===== src/rtl/ldst_pkg.sv =====
package ldst_pkg;
    localparam int unsigned NREG    = 8;
    localparam int unsigned RIDX_W  = 3;
    localparam int unsigned OFF_W   = 5;
    localparam logic [2:0]  OPC_IMM = 3'b011;

    typedef enum logic [1:0] {
        ST_IDLE,
        ST_ACCESS,
        ST_FINISH
    } ls_state_e;
endpackage


===== src/rtl/ldst_regfile.sv =====
module ldst_regfile
    import ldst_pkg::*;
#(
    parameter int unsigned XLEN = 32
) (
    input  logic              clk,
    input  logic              rst_n,
    input  logic              wb_en,
    input  logic [RIDX_W-1:0] wb_idx,
    input  logic [XLEN-1:0]   wb_data,
    input  logic              seed_en,
    input  logic [RIDX_W-1:0] seed_idx,
    input  logic [XLEN-1:0]   seed_data,
    input  logic [RIDX_W-1:0] base_idx,
    output logic [XLEN-1:0]   base_data,
    input  logic [RIDX_W-1:0] src_idx,
    output logic [XLEN-1:0]   src_data,
    input  logic [RIDX_W-1:0] peek_idx,
    output logic [XLEN-1:0]   peek_data
);
    logic [XLEN-1:0] regs_q [NREG];

    for (genvar gi = 0; gi < NREG; gi++) begin : g_entry
        always_ff @(posedge clk or negedge rst_n) begin
            if (!rst_n) begin
                regs_q[gi] <= '0;
            end else if (wb_en && wb_idx == RIDX_W'(gi)) begin
                regs_q[gi] <= wb_data;       // writeback wins over seed
            end else if (seed_en && seed_idx == RIDX_W'(gi)) begin
                regs_q[gi] <= seed_data;
            end
        end
    end

    assign base_data = regs_q[base_idx];
    assign src_data  = regs_q[src_idx];
    assign peek_data = regs_q[peek_idx];
endmodule


===== src/rtl/ldst_decode.sv =====
module ldst_decode
    import ldst_pkg::*;
#(
    parameter int unsigned XLEN = 32
) (
    input  logic [15:0]           instr,
    input  logic [XLEN-1:0]       base_val,
    input  logic [XLEN-1:0]       src_val,
    output logic                  legal,
    output logic                  is_load,
    output logic                  is_byte,
    output logic [RIDX_W-1:0]     rb_idx,
    output logic [RIDX_W-1:0]     rd_idx,
    output logic [XLEN-1:0]       ea,
    output logic [XLEN/8-1:0]     be,
    output logic [XLEN-1:0]       wdata,
    output logic                  misaligned
);
    localparam int unsigned LANES = XLEN / 8;
    localparam int unsigned LSB_W = $clog2(LANES);

    logic [OFF_W-1:0] off_field;
    logic [XLEN-1:0]  off_bytes;

    assign legal     = (instr[15:13] == OPC_IMM);
    assign is_byte   = instr[12];
    assign is_load   = instr[11];
    assign off_field = instr[10:6];
    assign rb_idx    = instr[5:3];
    assign rd_idx    = instr[2:0];

    // word offsets are scaled to the lane count, byte offsets are not
    assign off_bytes  = is_byte ? XLEN'(off_field) : (XLEN'(off_field) << LSB_W);
    assign ea         = base_val + off_bytes;
    assign misaligned = !is_byte && (ea[LSB_W-1:0] != '0);
    assign be         = is_byte ? (LANES'(1) << ea[LSB_W-1:0]) : '1;
    assign wdata      = is_byte ? {LANES{src_val[7:0]}} : src_val;
endmodule


===== src/rtl/ldst_imm_unit.sv =====
module ldst_imm_unit
    import ldst_pkg::*;
#(
    parameter int unsigned XLEN = 32
) (
    input  logic              clk,
    input  logic              rst_n,
    input  logic              instr_valid,
    output logic              instr_ready,
    input  logic [15:0]       instr,
    output logic              unsupported,
    output logic              align_err,
    output logic              done,
    output logic              mem_valid,
    input  logic              mem_ready,
    output logic              mem_we,
    output logic [XLEN-1:0]   mem_addr,
    output logic [XLEN/8-1:0] mem_be,
    output logic [XLEN-1:0]   mem_wdata,
    input  logic [XLEN-1:0]   mem_rdata,
    input  logic              seed_en,
    input  logic [RIDX_W-1:0] seed_idx,
    input  logic [XLEN-1:0]   seed_data,
    input  logic [RIDX_W-1:0] peek_idx,
    output logic [XLEN-1:0]   peek_data
);
    localparam int unsigned LANES = XLEN / 8;
    localparam int unsigned LSB_W = $clog2(LANES);

    ls_state_e state_q, state_d;

    logic [RIDX_W-1:0] rb_idx, rd_idx, rd_q;
    logic [XLEN-1:0]   base_val, src_val, dec_ea, dec_wdata;
    logic [LANES-1:0]  dec_be;
    logic              dec_legal, dec_load, dec_byte, dec_misal;
    logic              accept, issue_ok;

    logic [XLEN-1:0]   addr_q, wdata_q, rdata_q, load_val;
    logic [LANES-1:0]  be_q;
    logic              we_q, load_q, byte_q, unsup_q, misal_q;
    logic              wb_en;

    ldst_decode #(.XLEN(XLEN)) u_decode (
        .instr      (instr),
        .base_val   (base_val),
        .src_val    (src_val),
        .legal      (dec_legal),
        .is_load    (dec_load),
        .is_byte    (dec_byte),
        .rb_idx     (rb_idx),
        .rd_idx     (rd_idx),
        .ea         (dec_ea),
        .be         (dec_be),
        .wdata      (dec_wdata),
        .misaligned (dec_misal)
    );

    ldst_regfile #(.XLEN(XLEN)) u_regfile (
        .clk       (clk),
        .rst_n     (rst_n),
        .wb_en     (wb_en),
        .wb_idx    (rd_q),
        .wb_data   (rdata_q),
        .seed_en   (seed_en),
        .seed_idx  (seed_idx),
        .seed_data (seed_data),
        .base_idx  (rb_idx),
        .base_data (base_val),
        .src_idx   (rd_idx),
        .src_data  (src_val),
        .peek_idx  (peek_idx),
        .peek_data (peek_data)
    );

    assign accept   = instr_valid && instr_ready;
    assign issue_ok = accept && dec_legal && !dec_misal;

    // state register
    always_ff @(posedge clk or negedge rst_n) begin
        if (!rst_n) state_q <= ST_IDLE;
        else        state_q <= state_d;
    end

    // transitions: issue, reject, stall, grant, retire
    always_comb begin
        state_d = state_q;
        unique case (state_q)
            ST_IDLE:   if (issue_ok)  state_d = ST_ACCESS;
            ST_ACCESS: if (mem_ready) state_d = ST_FINISH;
            ST_FINISH: state_d = ST_IDLE;
            default:   state_d = ST_IDLE;
        endcase
    end

    // byte-lane extraction for loads
    always_comb begin
        load_val = mem_rdata;
        if (byte_q) begin
            load_val = '0;
            for (int k = 0; k < LANES; k++) begin
                if (addr_q[LSB_W-1:0] == k[LSB_W-1:0]) load_val[7:0] = mem_rdata[k*8 +: 8];
            end
        end
    end

    // output and datapath registers
    always_ff @(posedge clk or negedge rst_n) begin
        if (!rst_n) begin
            addr_q  <= '0;
            wdata_q <= '0;
            be_q    <= '0;
            we_q    <= 1'b0;
            rd_q    <= '0;
            load_q  <= 1'b0;
            byte_q  <= 1'b0;
            rdata_q <= '0;
            unsup_q <= 1'b0;
            misal_q <= 1'b0;
        end else begin
            unsup_q <= accept && !dec_legal;
            misal_q <= accept && dec_legal && dec_misal;
            if (issue_ok) begin
                addr_q  <= dec_ea;
                wdata_q <= dec_wdata;
                be_q    <= dec_be;
                we_q    <= !dec_load;
                rd_q    <= rd_idx;
                load_q  <= dec_load;
                byte_q  <= dec_byte;
            end
            if (state_q == ST_ACCESS && mem_ready) rdata_q <= load_val;
        end
    end

    assign instr_ready = (state_q == ST_IDLE);
    assign mem_valid   = (state_q == ST_ACCESS);
    assign done        = (state_q == ST_FINISH);
    assign mem_addr    = addr_q;
    assign mem_be      = be_q;
    assign mem_we      = we_q;
    assign mem_wdata   = wdata_q;
    assign unsupported = unsup_q;
    assign align_err   = misal_q;
    assign wb_en       = done && load_q;

    AST_HOLD_UNTIL_READY: assert property (@(posedge clk) disable iff (!rst_n)
        mem_valid && !mem_ready |=> mem_valid && $stable(mem_addr) && $stable(mem_be)
            && $stable(mem_we) && $stable(mem_wdata));
    AST_DONE_SINGLE: assert property (@(posedge clk) disable iff (!rst_n)
        done |=> !done);
    AST_DONE_AFTER_GRANT: assert property (@(posedge clk) disable iff (!rst_n)
        done |-> $past(mem_valid && mem_ready));
    AST_BE_SHAPE: assert property (@(posedge clk) disable iff (!rst_n)
        mem_valid |-> (mem_be == '1) || ($countones(mem_be) == 1));
    AST_BYTE_LANE: assert property (@(posedge clk) disable iff (!rst_n)
        mem_valid && $countones(mem_be) == 1 |-> mem_be == (LANES'(1) << mem_addr[LSB_W-1:0]));
    AST_WORD_ALIGNED: assert property (@(posedge clk) disable iff (!rst_n)
        mem_valid && mem_be == '1 |-> mem_addr[LSB_W-1:0] == '0);
    AST_ERR_NO_ACCESS: assert property (@(posedge clk) disable iff (!rst_n)
        unsupported || align_err |-> !mem_valid && instr_ready);
    AST_READY_ONLY_IDLE: assert property (@(posedge clk) disable iff (!rst_n)
        instr_ready |-> !mem_valid && !done);
endmodule


===== config.mk =====
export PLATFORM = sky130hd
export DESIGN_NAME = ldst_imm_unit
export DESIGN_NICKNAME = d
export VERILOG_FILES = /design/src/rtl/ldst_pkg.sv /design/src/rtl/ldst_regfile.sv /design/src/rtl/ldst_decode.sv /design/src/rtl/ldst_imm_unit.sv
export SDC_FILE = /design/constraint.sdc
export NUM_CORES = 1
export LEC_CHECK = 0
export BUFFER_PORTS_ARGS = -buffer_cell sky130_fd_sc_hd__buf_2
export CORE_ASPECT_RATIO = 0.8
export CORE_UTILIZATION = 60
export CTS_BUF_LIST = sky130_fd_sc_hd__clkbuf_16
export DETAILED_ROUTE_END_ITERATION = 8
export HOLD_SLACK_MARGIN = 0.1
export PLACE_DENSITY_LB_ADDON = 0.1
export SLEW_MARGIN = 20
export SYNTH_ARGS = -nofsm -noshare
export SYNTH_HDL_FRONTEND = slang
export SYNTH_SLANG_ARGS = --single-unit

===== constraint.sdc =====
create_clock -name clk -period 3.73 [get_ports clk]
set_input_delay 0.1865 -clock clk [delete_from_list [all_inputs] [get_ports clk]]
set_output_delay 0.1865 -clock clk [all_outputs]
set_load 0.02 [all_outputs]

Yosys cells after proc, flatten, opt, wreduce, memory -nomap -nowiden
Cells that the tools add are included.
- add/subtract/negate cells: 1
- $lt $le $gt $ge: 3
- eq/ne operators: 22
- shifts and indexed selects: 1
- multiplexer cells: 36
- bitwise operators: 3
- reduce and logical (&&, ||, !) cells: 42
- operator list (operator ; number):
    two-way mux 32 bit ; 24
    binary-select mux 32 bit (select 3 bit) ; 3
    adder 32 bit ; 1
    two-way mux 8 bit ; 4
    == test 3 bit, second input constant ; 8
    logical AND 1 bit ; 24
    nonzero test 2 bit ; 9
    == test 3 x 2 -> 1 bit, second input constant ; 5
    greater-or-equal comparator 4 bit, second input constant ; 3
    inverter 3 -> 4 bit ; 3
    two-way mux 7 bit ; 1
    == test 2 bit, second input constant ; 3
    == test 3 x 1 -> 1 bit, second input constant ; 2
    zero test 3 bit ; 2
    == test 2 x 1 -> 1 bit, second input constant ; 2
    zero test 1 bit ; 4
    zero test 2 bit ; 2
    two-way mux 2 bit ; 2
    two-way mux 4 bit ; 1
    inequality test 2 x 1 -> 1 bit, second input constant ; 2
    one-hot mux 2 bit (2 select lines) ; 1
    << shifter 1 x 2 -> 4 bit, first input constant ; 1
    AND reduction 2 bit ; 1
- register bits: 366
- input bits: 91

Depth between registers and ports, before layout
- word-level depth: 11
- depth in mapped cells: 18
- mapped depth without buffers: 12

Modules after synthesis
A second synthesis with hierarchy kept.
- cell total of the unflattened synthesis: 2063
- area, all modules: 24519.8 µm²
- modules (own cells, without submodules) (module ; times used ; cells each ; area each (µm²) ; seq. area each (µm²)):
    ldst_regfile ; 1 ; 1534 ; 18411.4 ; 6406.1
    ldst_imm_unit ; 1 ; 321 ; 4738.3 ; 2752.6
    ldst_decode ; 1 ; 208 ; 1370.1 ; 0.0

Worst setup path before layout
Ideal clock, no wire load.
- kind: in2reg
- start point: input port instr[3]
- end point: register state_q[0]
- arrival time: 4.167 ns
- required time: 3.588 ns
- path slack: -0.579 ns
- stages on the path: 17
- cells stage by stage: buf_6 buf_4 buf_4 buf_4 buf_2 buf_2 mux4_2 nand2_1 nand2_1 ha_1 fa_1 nor2_1 o21ai_0 clkbuf_1 clkbuf_1 clkbuf_1 o21ai_0
- cells in the longest elaborated chain, start to end: 11
- RTL lines (element ; line ; text):
    start, declared ; ldst_imm_unit.sv:10 ; input logic [15:0] instr,
    inverter 3 -> 4 bit (not written as such) ; ldst_regfile.sv:35 ; assign base_data = regs_q[base_idx];
    binary-select mux 32 bit (select 3 bit) ; ldst_regfile.sv:35 ;
    two-way mux 32 bit (not written as such) (2 in a row) ; ldst_regfile.sv:35 ;
    adder 32 bit ; ldst_decode.sv:34 ; assign ea = base_val + off_bytes;
    via dec_ea[1] ; ldst_imm_unit.sv:33 ; logic [XLEN-1:0] base_val, src_val, dec_ea, dec_wdata;
    nonzero test 2 bit ; ldst_decode.sv:35 ; assign misaligned = !is_byte && (ea[LSB_W-1:0] != '0);
    logical AND 1 bit ; ldst_decode.sv:35 ;
    zero test 1 bit ; ldst_imm_unit.sv:76 ; assign issue_ok = accept && dec_legal && !dec_misal;
    logical AND 1 bit ; ldst_imm_unit.sv:76 ;
    inequality test 2 x 1 -> 1 bit (no source line) ; n/a ;
    AND reduction 2 bit (no source line) ; n/a ;
    end signal, assigned ; ldst_imm_unit.sv:81 ; else state_q <= state_d;
    end, declared ; ldst_imm_unit.sv:30 ; ls_state_e state_q, state_d;
The timed path passes the listed nets, and every way through them passes these cells. The select of a mux whose other input is x is not followed.
A chain may end at the register's enable or synchronous reset.

Worst setup path in the final report
- start point: register u_regfile.regs_q[0] in the netlist's numbering
- end point: register wdata_q[21] (netlist: mem_wdata[21])
- cells in the longest elaborated chain, start to end: 8
- RTL lines (element ; line ; text):
    start, declared ; ldst_regfile.sv:21 ; logic [XLEN-1:0] regs_q [NREG];
    start signal, assigned by index ; ldst_regfile.sv:28 ; regs_q[gi] <= wb_data;
    start signal, assigned by index ; ldst_regfile.sv:30 ; regs_q[gi] <= seed_data;
    binary-select mux 32 bit (select 3 bit) ; ldst_regfile.sv:35 ;
    two-way mux 32 bit (not written as such) (2 in a row) ; ldst_regfile.sv:35 ;
    adder 32 bit ; ldst_decode.sv:34 ;
    via dec_ea[1] ; ldst_imm_unit.sv:33 ;
    nonzero test 2 bit ; ldst_decode.sv:35 ;
    logical AND 1 bit ; ldst_decode.sv:35 ;
    zero test 1 bit ; ldst_imm_unit.sv:76 ;
    logical AND 1 bit ; ldst_imm_unit.sv:76 ;
    end signal, assigned ; ldst_imm_unit.sv:124 ; wdata_q <= dec_wdata;
    end, declared ; ldst_imm_unit.sv:38 ; logic [XLEN-1:0] addr_q, wdata_q, rdata_q, load_val;
The timed path passes the listed nets, and every way through them passes these cells. The select of a mux whose other input is x is not followed.

==> metrics <==
CP delay by family, top=adder cells; H-tree lvl count=2; Finished Cell Area=0.0262 mm²; vias in the first global route=18900; Largest stage delay, worst path=0.72 ns; Crit. End Element=register; Layout area overhead=13.8%; Residual DRC=0; crit share post-route=0.935; Slew @ Worst Pin=1.18 ns; Synth area leaders=dfrtp_1, mux4_2, mux2i_1; wire per inst=28.2 µm; clk_lat worst skew=0.58 ns; P per Cell Area=607 mW/mm²; post_cts resized=0; max-slew violations=0; Crit-path slowest cell=fa_1; number of synthesized register bits=366; largest family of logic cells by synthesized area=multiplexers; largest net degree at the start of global routing=113; initial core utilization=0.615; TritonCTS clock tree=built; Worst IR Drop VDD=0.000417 V; initial antenna violation count=4; Final Util=0.699; unrepaired setup endpoints after global routing=false; Max clock buf depth=3; number of I/O pins=197; Max Fanout on Critical Path=13; sequential element share of the synthesized area=0.398; slew margin rel.=0.212; Critical Path Most Common Cell=nand2_1; hpwl dp=50500 µm; Max-Cap Viols=0; adder-cell share of the synthesized area=0.00468; die width=221 µm; final wirelength=79100 µm; total design power=15.9 mW; clock sinks=366; WP buf/inv=0; Leak=11.5 nW; GRT Overall Usage=0.411; Buffers on Ports=196; syn_nets=2261; Max Fclk=287 MHz; Worst-path clk slew=0.07 ns; die height=177 µm; commonest non-fill, non-tap cell in the layout=dfrtp_1; Syn Std Cell Area=0.0230 mm²; total grt overflow=0; drt pass-1 iters=6; WHS=0.131 ns; Critical Path AT=3.98 ns; Layout Nets=2393; global-route wire length before repair=119000 µm; most frequent cells in the layout=dfrtp_1, mux2i_1, nand2_1; outcome=finished, final reports clean; EDFF count, synth=0; xor/xnor cell area share of the yosys netlist=0.00875; Final setup viols=0; worst hold path type=input port to register; Hold Fails Final Rpt=0; startpoint type of the worst setup path=register; synthesized area per cell=10.6 µm²; Top FF cell, synth=dfrtp_1; Yosys cell types=61; TNS Setup=0 ns; core area=0.0374 mm²; synth warn=0; area share of the largest cell type after synthesis=0.398; Simple-Gate Fraction of Synth Area=0.107; cts bufs inserted=40; Clock Skew=0.0252 ns; ys async rst share=1.00; mux cell area share after synthesis=0.341; Initial DRC Count=2605; DR vias=19200; Tmin final=3.49 ns; CTS Root Cell=clkbuf_16; worst path required time=4.22 ns; layout cell share with drive strength beyond 1=0.240; Post-DRT Antenna Nets=0; placer congestion estimate=0.949; critical path class=register to register; Via-to-Cell Ratio=6.84; Compound-Gate Fraction of Synth Area=0.0974; CP cell instances=mux4_2, nand2_1, nand2_1, ha_1, fa_1, nor2_2, o21ai_4, a211oi_1, nor2_1, o22a_1; Post-Syn Instances=2162; # rows=63; cell taking the most area after synthesis=dfrtp_1; DP Area=0.0243 mm²; die area=0.0392 mm²
==> sequential cells by signal, indices dropped and copies added, names as in the netlist, 2 cells and up <==
name	count
mem_addr	32
state_q	2
rd_q	3
rdata_q	32
mem_wdata	32
u_regfile.regs_q	256
mem_be	4
==> Yosys cell counts (all sizes together) (2+ instances only) <==
| cell type | n |
|---|---|
| a21oi | 137 |
| o31ai | 3 |
| buf | 50 |
| or2 | 3 |
| nand4b | 3 |
| nor2 | 202 |
| o21a | 3 |
| mux4 | 184 |
| nor3 | 12 |
| or4 | 2 |
| mux2i | 309 |
| a211oi | 10 |
| nand4 | 8 |
| nand3b | 3 |
| xnor2 | 16 |
| nor3b | 6 |
| o221ai | 2 |
| nand2 | 284 |
| or3 | 2 |
| o22a | 25 |
| a21o | 3 |
| nor4 | 5 |
| clkbuf | 184 |
| and4 | 2 |
| xor2 | 7 |
| o21ai | 199 |
| ha | 7 |
| inv | 7 |
| and2 | 9 |
| dfrtp | 366 |
| nand2b | 6 |
| o22ai | 4 |
| nor2b | 18 |
| a22oi | 8 |
| o311a | 2 |
| mux2 | 49 |
| nand3 | 12 |
==> power breakdown <==
part | switching, mW | internal [mW] | total, mW
Combinational | 2.65 | 2.50 | 5.15
Clock | 1.74 | 2.13 | 3.86
Sequential | 1.72 | 5.15 | 6.87
==> worst paths after layout <==
check	endpoint	depth (start not counted)	slack [ns]	start
setup / recovery	mem_wdata[21]	10	0.24	u_regfile.regs_q[0]
hold / removal	mem_wdata[30]	3	0.13	instr[12]
setup reg to reg	mem_wdata[21]	10	0.24	u_regfile.regs_q[0]
hold reg to reg	mem_addr[30]	2	0.49	mem_addr[30]
max in group asynchronous	u_regfile.regs_q[137]	3	2.47	rst_n
min in group asynchronous	u_regfile.regs_q[60]	2	0.19	rst_n
==> repair_timing <==
item	in CTS	in global routing
buffers inserted	0	0
hold buffers	69	0
endpoints found under the hold margin	377	0
==> through the flow <==
| stage | setup slack [ns] | std cells |
|---|---|---|
| 5_1_grt | 0.160 | 2810 |
| 2_1_floorplan | 0.0190 | 2162 |
| 3_3_place_gp | 0.335 | 2670 |
| 6_report | 0.243 | 2810 |
| 4_1_cts | 0.379 | 2808 |
| 3_5_place_dp | 0.297 | 2670 |
==> area by class of cell <==
class	instances	area (µm²)
clock buffer	41	1030
clock inverter	28	184
antenna	2	5.00
tap	487	609
inverter	7	26.3
timing repair buffer	324	2250
sequential	366	9160
fill	2792	11300
multi-input combinational	1555	12900
==> cells by family (layout without fill, tap and decap cells) <==
family / count (synthesis) / in the layout
compound gates: 404 / 404
xor+xnor: 23 / 23
fa+ha+maj: 8 / 8
buf+inv: 241 / 400
flops: 366 / 366
mux: 542 / 542
other cells: 0 / 2
simple gates: 578 / 578
==> routing by layer <==
layer,up-vias,part of all wire,global-route usage
met5,-,0.00034,0
met4,4,0.055,0.213
met3,269,0.11,0.0876
met2,1349,0.46,0.642
met1,9474,0.38,0.546
li1,8117,-,-
==> tightest hold or removal path, stage by stage <==
cell	delay (ns)
buf_2	0.21
nor2_1	0.14
o22a_1	0.12
Note: power is estimated with default switching activity, not from simulation.
